**config.mk**
```make
export PLATFORM = sky130hd
export DESIGN_NAME = ccp_unit
export DESIGN_NICKNAME = d
export VERILOG_FILES = /design/src/rtl/ccp_pkg.sv /design/src/rtl/ccp_capture.sv /design/src/rtl/ccp_compare.sv /design/src/rtl/ccp_pwm.sv /design/src/rtl/ccp_unit.sv
export SDC_FILE = /design/constraint.sdc
export NUM_CORES = 1
export LEC_CHECK = 0
export BUFFER_PORTS_ARGS = -buffer_cell sky130_fd_sc_hd__buf_2
export CAP_MARGIN = 20
export CELL_PAD_IN_SITES_DETAIL_PLACEMENT = 1
export CELL_PAD_IN_SITES_GLOBAL_PLACEMENT = 1
export CORE_MARGIN = 5
export CORE_UTILIZATION = 38
export CTS_BUF_LIST = sky130_fd_sc_hd__clkbuf_8
export DETAILED_ROUTE_END_ITERATION = 12
export PLACE_DENSITY_LB_ADDON = 0.05
export SLEW_MARGIN = 30
export SYNTH_ARGS = -nofsm -noshare
export SYNTH_HDL_FRONTEND = slang
export SYNTH_SLANG_ARGS = --single-unit
export TNS_END_PERCENT = 5
```
**constraint.sdc**
```tcl
create_clock -name clk -period 1.5 [get_ports clk]
set_clock_uncertainty 0.05 [all_clocks]
set_input_delay 0.075 -clock clk [delete_from_list [all_inputs] [get_ports clk]]
set_output_delay 0.075 -clock clk [all_outputs]
set_load 0.005 [all_outputs]
```
**src/rtl/ccp_pkg.sv**
```systemverilog
package ccp_pkg;
   localparam logic [3:0] M_OFF      = 4'b0000;
   localparam logic [3:0] M_CAP_FALL = 4'b0100;
   localparam logic [3:0] M_CAP_RISE = 4'b0101;
   localparam logic [3:0] M_CAP_R4   = 4'b0110;
   localparam logic [3:0] M_CAP_R16  = 4'b0111;
   localparam logic [3:0] M_CMP_SET  = 4'b1000;
   localparam logic [3:0] M_CMP_CLR  = 4'b1001;
   localparam logic [3:0] M_CMP_SOFT = 4'b1010;
   localparam logic [3:0] M_CMP_EVT  = 4'b1011;

   localparam logic [1:0] SEL_LO  = 2'd0;
   localparam logic [1:0] SEL_HI  = 2'd1;
   localparam logic [1:0] SEL_CTL = 2'd2;

   function automatic logic is_pwm(input logic [3:0] m);
      return m[3:2] == 2'b11;
   endfunction

   function automatic logic is_cmp(input logic [3:0] m);
      return m[3:2] == 2'b10;
   endfunction
endpackage

```
**src/rtl/ccp_capture.sv**
```systemverilog
module ccp_capture
   import ccp_pkg::*;
#(
   parameter int DIV_LO = 4,
   parameter int DIV_HI = 16
) (
   input  logic       clk,
   input  logic       rst_n,
   input  logic [3:0] mode,
   input  logic       mode_chg,
   input  logic       pin_rise,
   input  logic       pin_fall,
   output logic       fire
);
   localparam int CNT_W = $clog2(DIV_HI);
   localparam logic [CNT_W-1:0] LIM_LO = CNT_W'(DIV_LO - 1);
   localparam logic [CNT_W-1:0] LIM_HI = CNT_W'(DIV_HI - 1);

   if (DIV_LO < 2 || DIV_HI <= DIV_LO) begin : g_bad_div
      $error("ccp_capture: need 2 <= DIV_LO < DIV_HI");
   end

   logic [CNT_W-1:0] edge_cnt;
   logic             scaled;
   logic [CNT_W-1:0] lim;

   assign scaled = (mode == M_CAP_R4) || (mode == M_CAP_R16);
   assign lim    = (mode == M_CAP_R4) ? LIM_LO : LIM_HI;

   always_ff @(posedge clk) begin
      if (!rst_n)                 edge_cnt <= '0;
      else if (mode_chg)          edge_cnt <= '0;
      else if (scaled && pin_rise) edge_cnt <= (edge_cnt == lim) ? '0 : edge_cnt + 1'b1;
   end

   always_comb begin
      unique case (mode)
         M_CAP_FALL: fire = pin_fall;
         M_CAP_RISE: fire = pin_rise;
         M_CAP_R4,
         M_CAP_R16:  fire = pin_rise && (edge_cnt == lim);
         default:    fire = 1'b0;
      endcase
   end

   AST_PRE_CLEAR: assert property (@(posedge clk) disable iff (!rst_n)
      mode_chg |=> (edge_cnt == '0));
   AST_PRE_RANGE: assert property (@(posedge clk) disable iff (!rst_n)
      (mode == M_CAP_R4 && !mode_chg) |=> (edge_cnt <= LIM_LO) || $past(edge_cnt > LIM_LO));
endmodule

```
**src/rtl/ccp_compare.sv**
```systemverilog
module ccp_compare
   import ccp_pkg::*;
#(
   parameter int TW = 16
) (
   input  logic          clk,
   input  logic          rst_n,
   input  logic [3:0]    mode,
   input  logic          load,
   input  logic [3:0]    load_mode,
   input  logic [TW-1:0] tmr,
   input  logic [TW-1:0] ref_val,
   output logic          fire,
   output logic          out_q,
   output logic          trig_q
);
   logic hit, hit_q;

   assign hit  = is_cmp(mode) && (tmr == ref_val);
   assign fire = hit && !hit_q;

   always_ff @(posedge clk) begin
      if (!rst_n) begin
         hit_q  <= 1'b0;
         out_q  <= 1'b0;
         trig_q <= 1'b0;
      end else begin
         hit_q  <= hit;
         trig_q <= fire && (mode == M_CMP_EVT);
         if (load)
            out_q <= (load_mode == M_CMP_CLR);
         else if (fire && mode == M_CMP_SET)
            out_q <= 1'b1;
         else if (fire && mode == M_CMP_CLR)
            out_q <= 1'b0;
      end
   end

   AST_SET_STICKY: assert property (@(posedge clk) disable iff (!rst_n)
      (mode == M_CMP_SET && out_q && !load) |=> out_q);
   AST_CLR_STICKY: assert property (@(posedge clk) disable iff (!rst_n)
      (mode == M_CMP_CLR && !out_q && !load) |=> !out_q);
   AST_TRIG_MODE: assert property (@(posedge clk) disable iff (!rst_n)
      trig_q |-> ($past(mode) == M_CMP_EVT));
endmodule

```
**src/rtl/ccp_pwm.sv**
```systemverilog
module ccp_pwm #(
   parameter int PW = 10
) (
   input  logic          clk,
   input  logic          rst_n,
   input  logic          en,
   input  logic          wrap,
   input  logic [PW-1:0] cnt,
   input  logic [PW-1:0] duty_new,
   output logic          out_q
);
   logic [PW-1:0] duty_act;

   always_ff @(posedge clk) begin
      if (!rst_n) begin
         duty_act <= '0;
         out_q    <= 1'b0;
      end else if (!en) begin
         out_q <= 1'b0;
      end else if (wrap) begin
         duty_act <= duty_new;
         out_q    <= (duty_new != '0);
      end else if (cnt == duty_act) begin
         out_q <= 1'b0;
      end
   end

   AST_PWM_ZERO: assert property (@(posedge clk) disable iff (!rst_n)
      (duty_act == '0) |-> !out_q);
   AST_PWM_BUF: assert property (@(posedge clk) disable iff (!rst_n)
      !wrap |=> $stable(duty_act));
endmodule

```
**src/rtl/ccp_unit.sv**
```systemverilog
module ccp_unit
   import ccp_pkg::*;
#(
   parameter int DB          = 8,
   parameter int TW          = 16,
   parameter int PW          = 10,
   parameter int SYNC_STAGES = 0,
   parameter int DIV_LO      = 4,
   parameter int DIV_HI      = 16
) (
   input  logic          clk,
   input  logic          rst_n,
   input  logic          wr_en,
   input  logic [1:0]    wr_sel,
   input  logic [DB-1:0] wr_data,
   input  logic [1:0]    rd_sel,
   output logic [DB-1:0] rd_data,
   input  logic [TW-1:0] tmr_val,
   input  logic [PW-1:0] pwm_cnt,
   input  logic          pwm_wrap,
   input  logic          pin_in,
   output logic          pin_out,
   output logic          irq_pulse,
   output logic          trig_pulse
);
   localparam int FINE_W = PW - DB;
   localparam int CTLW   = 4 + FINE_W;

   if (TW != 2 * DB) begin : g_bad_tw
      $error("ccp_unit: TW must be twice DB");
   end
   if (FINE_W < 1 || CTLW > DB) begin : g_bad_pw
      $error("ccp_unit: PW must exceed DB and leave room in the control byte");
   end

   logic [DB-1:0]   lo_q, hi_q;
   logic [CTLW-1:0] ctl_q;
   logic [3:0]      mode;
   logic            wr_lo, wr_hi, wr_ctl, mode_chg;
   logic            pin_s, pin_q, pin_rise, pin_fall;
   logic            cap_fire, cmp_fire, cmp_out, cmp_trig, pwm_out;
   logic            irq_q;

   assign mode     = ctl_q[3:0];
   assign wr_lo    = wr_en && (wr_sel == SEL_LO);
   assign wr_hi    = wr_en && (wr_sel == SEL_HI);
   assign wr_ctl   = wr_en && (wr_sel == SEL_CTL);
   assign mode_chg = wr_ctl && (wr_data[3:0] != mode);

   if (SYNC_STAGES == 0) begin : g_nosync
      assign pin_s = pin_in;
   end else begin : g_sync
      logic [SYNC_STAGES-1:0] sh;
      always_ff @(posedge clk) begin
         if (!rst_n) sh <= '0;
         else        sh <= (sh << 1) | SYNC_STAGES'(pin_in);
      end
      assign pin_s = sh[SYNC_STAGES-1];
   end

   always_ff @(posedge clk) begin
      if (!rst_n) pin_q <= 1'b0;
      else        pin_q <= pin_s;
   end
   assign pin_rise = pin_s && !pin_q;
   assign pin_fall = !pin_s && pin_q;

   always_ff @(posedge clk) begin
      if (!rst_n) begin
         lo_q  <= '0;
         hi_q  <= '0;
         ctl_q <= '0;
         irq_q <= 1'b0;
      end else begin
         irq_q <= cap_fire || cmp_fire;
         if (wr_ctl) ctl_q <= wr_data[CTLW-1:0];
         if (cap_fire) begin
            {hi_q, lo_q} <= tmr_val;
         end else begin
            if (wr_lo) lo_q <= wr_data;
            if (wr_hi) hi_q <= wr_data;
         end
      end
   end

   ccp_capture #(.DIV_LO(DIV_LO), .DIV_HI(DIV_HI)) u_cap (
      .clk(clk), .rst_n(rst_n), .mode(mode), .mode_chg(mode_chg),
      .pin_rise(pin_rise), .pin_fall(pin_fall), .fire(cap_fire)
   );

   ccp_compare #(.TW(TW)) u_cmp (
      .clk(clk), .rst_n(rst_n), .mode(mode), .load(wr_ctl),
      .load_mode(wr_data[3:0]), .tmr(tmr_val), .ref_val({hi_q, lo_q}),
      .fire(cmp_fire), .out_q(cmp_out), .trig_q(cmp_trig)
   );

   ccp_pwm #(.PW(PW)) u_pwm (
      .clk(clk), .rst_n(rst_n), .en(is_pwm(mode)), .wrap(pwm_wrap),
      .cnt(pwm_cnt), .duty_new({lo_q, ctl_q[CTLW-1:4]}), .out_q(pwm_out)
   );

   always_comb begin
      if (is_pwm(mode))      pin_out = pwm_out;
      else if (is_cmp(mode)) pin_out = cmp_out;
      else                   pin_out = 1'b0;
   end

   always_comb begin
      unique case (rd_sel)
         SEL_LO:  rd_data = lo_q;
         SEL_HI:  rd_data = hi_q;
         SEL_CTL: rd_data = DB'(ctl_q);
         default: rd_data = '0;
      endcase
   end

   assign irq_pulse  = irq_q;
   assign trig_pulse = cmp_trig;

   AST_CAP_LOAD: assert property (@(posedge clk) disable iff (!rst_n)
      cap_fire |=> ({hi_q, lo_q} == $past(tmr_val)));
   AST_OFF_QUIET: assert property (@(posedge clk) disable iff (!rst_n)
      irq_q |-> ($past(mode) != M_OFF));
   AST_TRIG_IRQ: assert property (@(posedge clk) disable iff (!rst_n)
      trig_pulse |-> irq_pulse);
endmodule

```
==> out/metrics.cfg <==
[critical_path]
worst_setup_path_end_kind = register
crit_path_start = lo_q[7]
ff2ff_path_depth = 5
path_depth = 5
reg2reg_slack_ps = 0.07
slowest_delay_ps = 350
cp_max_fo = 3
cp_top_family = simple AND/OR/NAND/NOR gates
crit_slowest_cell = dfxtp_2
cp_cell_sequence = inv_2 > a221o_1 > nor4_4 > nand2_1 > nor3_2
critPathArrivalTime_ps = 1680
worstPathRequired_ps = 1680
crit_buf_inv = 1
cp-start-kind = register
rr_endpoint = u_cmp.trig_q
r2r-start = lo_q[7]
path_class = register to register

[routing]
viasPerCell = 5.23
drc = 0
drtAntennaViolNets = 0
drt-initial-drc-count = 64
vias = 2341
wl_per_cell_um = 16.7
drtPass1Iterations = 6
wirelength_mm = 7.47

[die]
initial_utilization_pct = 39.1
io-pin-count = 54
dieWidth_um = 91.1
rows = 29
core_um2 = 6390
dieHeight_um = 91.1
dieArea_um2 = 8290

[clock_network]
cts_setup_buffers = 0
cts_root_buffer = clkbuf_8
cts_tree = yes
cts_buffers = 5
clock_path_buffers = 2
htreeDepth = 2
clock-sinks = 42
clkLatencyLatePin_ps = 310
clk_pin_slew_worst_paths_ps = 100

[status]
outcome = complete, no violations

[global_route]
grt_pass1_wl_mm = 12.1
grt_overflow = 0
grt_pass1_vias = 2493
grtUsageTotal_pct = 18.0
grt_max_degree = 17
antenna_found_initial = 0

[sta]
fin_crit_ps = 1500
finalMaxSlewViolations = 0
period_share_pct = 100
rsz0062_at_grt = yes
fmax_ghz = 0.667
tightestPinTransition_ps = 403
report.final.hold_viol_count = 0
maxSlewHeadroom_pct = 73.1
setup_violations = 0
fin_setup_tns_ps = 0

[layout]
mostFrequentLayoutCell = buf_2
syn_to_final_growth_pct = 31.7
final_util_pct = 51.5
antenna-diode-count = 0
nets = 414
final_cell_mix = buf_2 (53), nand2_1 (45), buf_4 (34), dfxtp_1 (33), mux2i_1 (25)
num-fill-cells = 785
multi_input_area_um2 = 1630
drive_gt1_share_pct = 41.8
ff_latch_area_um2 = 852

[logic_synthesis]
yosysTopAreaCell = dfxtp_1
syn_area_um2 = 2500
synth_ff_type = dfxtp_1
ys_async_sr_fraction_pct = 0
synth_nets = 330
ys_warn_count = 0
synth_cell_types = 47
syn_area_per_cell_um2 = 8.73
synth.top_cell.area_share_pct = 33.7
synth_cells = 286
synth-edff-count = 0
synth_area_leaders = dfxtp_1 (34%), mux2i_1 (10%), a211oi_2 (8.0%), nand2_1 (6.8%), xnor2_1 (4.6%)
synth_seq_cells = 42
ys_seq_area_share_pct = 33.7

[job]
cap_viol_max_count = 0

[worst_hold_path]
hold_start = wr_data[2]
hold_path_depth = 3
hold_end = ctl_q[2]
hold_path.class = primary input to register

[placement]
dp_hpwl_mm = 5.95
place_congestion = 0.803
io_buffers = 53

[power_and_ir_drop]
leakage_nw = 1.35
power_density_nw_per_um2 = 723
irDropWorstVdd_uv = 377

state kept, by name, summed over array words and instances (netlist names):
name and count:
u_pwm.duty_act 10, hi_q 8, lo_q 8, ctl_q 6, u_cap.edge_cnt 4, irq_pulse 1, pin_q 1, u_cmp.hit_q 1
u_cmp.out_q 1, u_cmp.trig_q 1, u_pwm.out_q 1
what timing repair did:
action                                  in CTS  in global routing
hold buffers                                 2                  0
endpoints found under the hold margin        2                  0
endpoints found under the setup margin      20                 23
resized for setup                            7                 14
pin swaps                                    1                  4
power by group:
part | total [mW] | switching, mW | internal, mW
clock network | 0.814 | 0.477 | 0.337
registers | 1.16 | 0.0235 | 1.14
logic | 0.399 | 0.206 | 0.192
worst min-delay path, cell delays in order:
cell and delay [ps]:
buf_2 140, nand2_1 70, a21oi_1 50
routing by layer:
metal / wire length [um] / global-route usage [%]
met1: 3350 / 22.3
met2: 3790 / 32.1
met3: 254 / 3.47
met4: 72 / 4.40
met5: 0 / 0
stage by stage:
step | setup WS (ps) | hold WS (ps) | cell area, um2 | total power, mW | std cells
after CTS | -20.3 | 3.62 | 3240 | 2.39 | 448
after detailed placement | -40.5 | 316 | 3100 | 1.58 | 438
final | 0.0678 | 10.6 | 3290 | 2.38 | 448
after global placement | -13.8 | 312 | 3100 | 1.57 | 438
after floorplan | -16.3 | 131 | 2510 | 1.38 | 286
after global routing | -122 | 10.8 | 3290 | 2.49 | 448
cell type report:
| class | instances | area share [%] |
|---|---|---|
| Inverter | 4 | 0.456 |
| Clock inverter | 3 | 0.761 |
| Sequential cell | 42 | 25.9 |
| Timing Repair Buffer | 92 | 18.3 |
| Tap cell | 77 | 2.93 |
| Clock buffer | 5 | 2.09 |
| Multi-Input combinational cell | 225 | 49.6 |
worst max path at each step:
stage | endpoint | slack, ps
6_report | u_cmp.trig_q | 0.07
5_1_grt | u_cmp.out_q | -120
3_5_place_dp | u_cmp.out_q | -40
3_3_place_gp | u_cmp.out_q | -10
4_1_cts | u_cmp.trig_q | -20
2_1_floorplan | hi_q[1] | -20
Yosys cell counts (2+ instances only):
library cell / number
a211oi_2: 16
a21oi_1: 22
a21oi_2: 2
a311oi_1: 2
and3_1: 2
buf_1: 3
buf_2: 3
buf_6: 4
clkbuf_1: 5
dfxtp_1: 42
inv_1: 2
inv_2: 2
mux2i_1: 25
nand2_1: 45
nand2b_1: 5
nand3_1: 4
nand3b_1: 3
nand4_1: 3
nor2_1: 14
nor2_2: 13
nor2b_1: 4
nor3_1: 4
nor3b_1: 2
nor4_1: 5
o2111ai_1: 2
o21ai_1: 7
or3b_1: 2
xnor2_1: 13
xor2_1: 12
cells by family after synthesis:
logic type | after synthesis | synth area share, %
adders and majority gates | 1 | 0.501
AOI/OAI and AO/OA | 58 | 18.4
DFF | 42 | 33.7
muxes | 25 | 10.0
buffers and inverters | 19 | 4.21
xor gates and xnor gates | 25 | 8.77
and+or+nand+nor | 116 | 24.4
No activity file was read; power rests on OpenSTA's default activity.
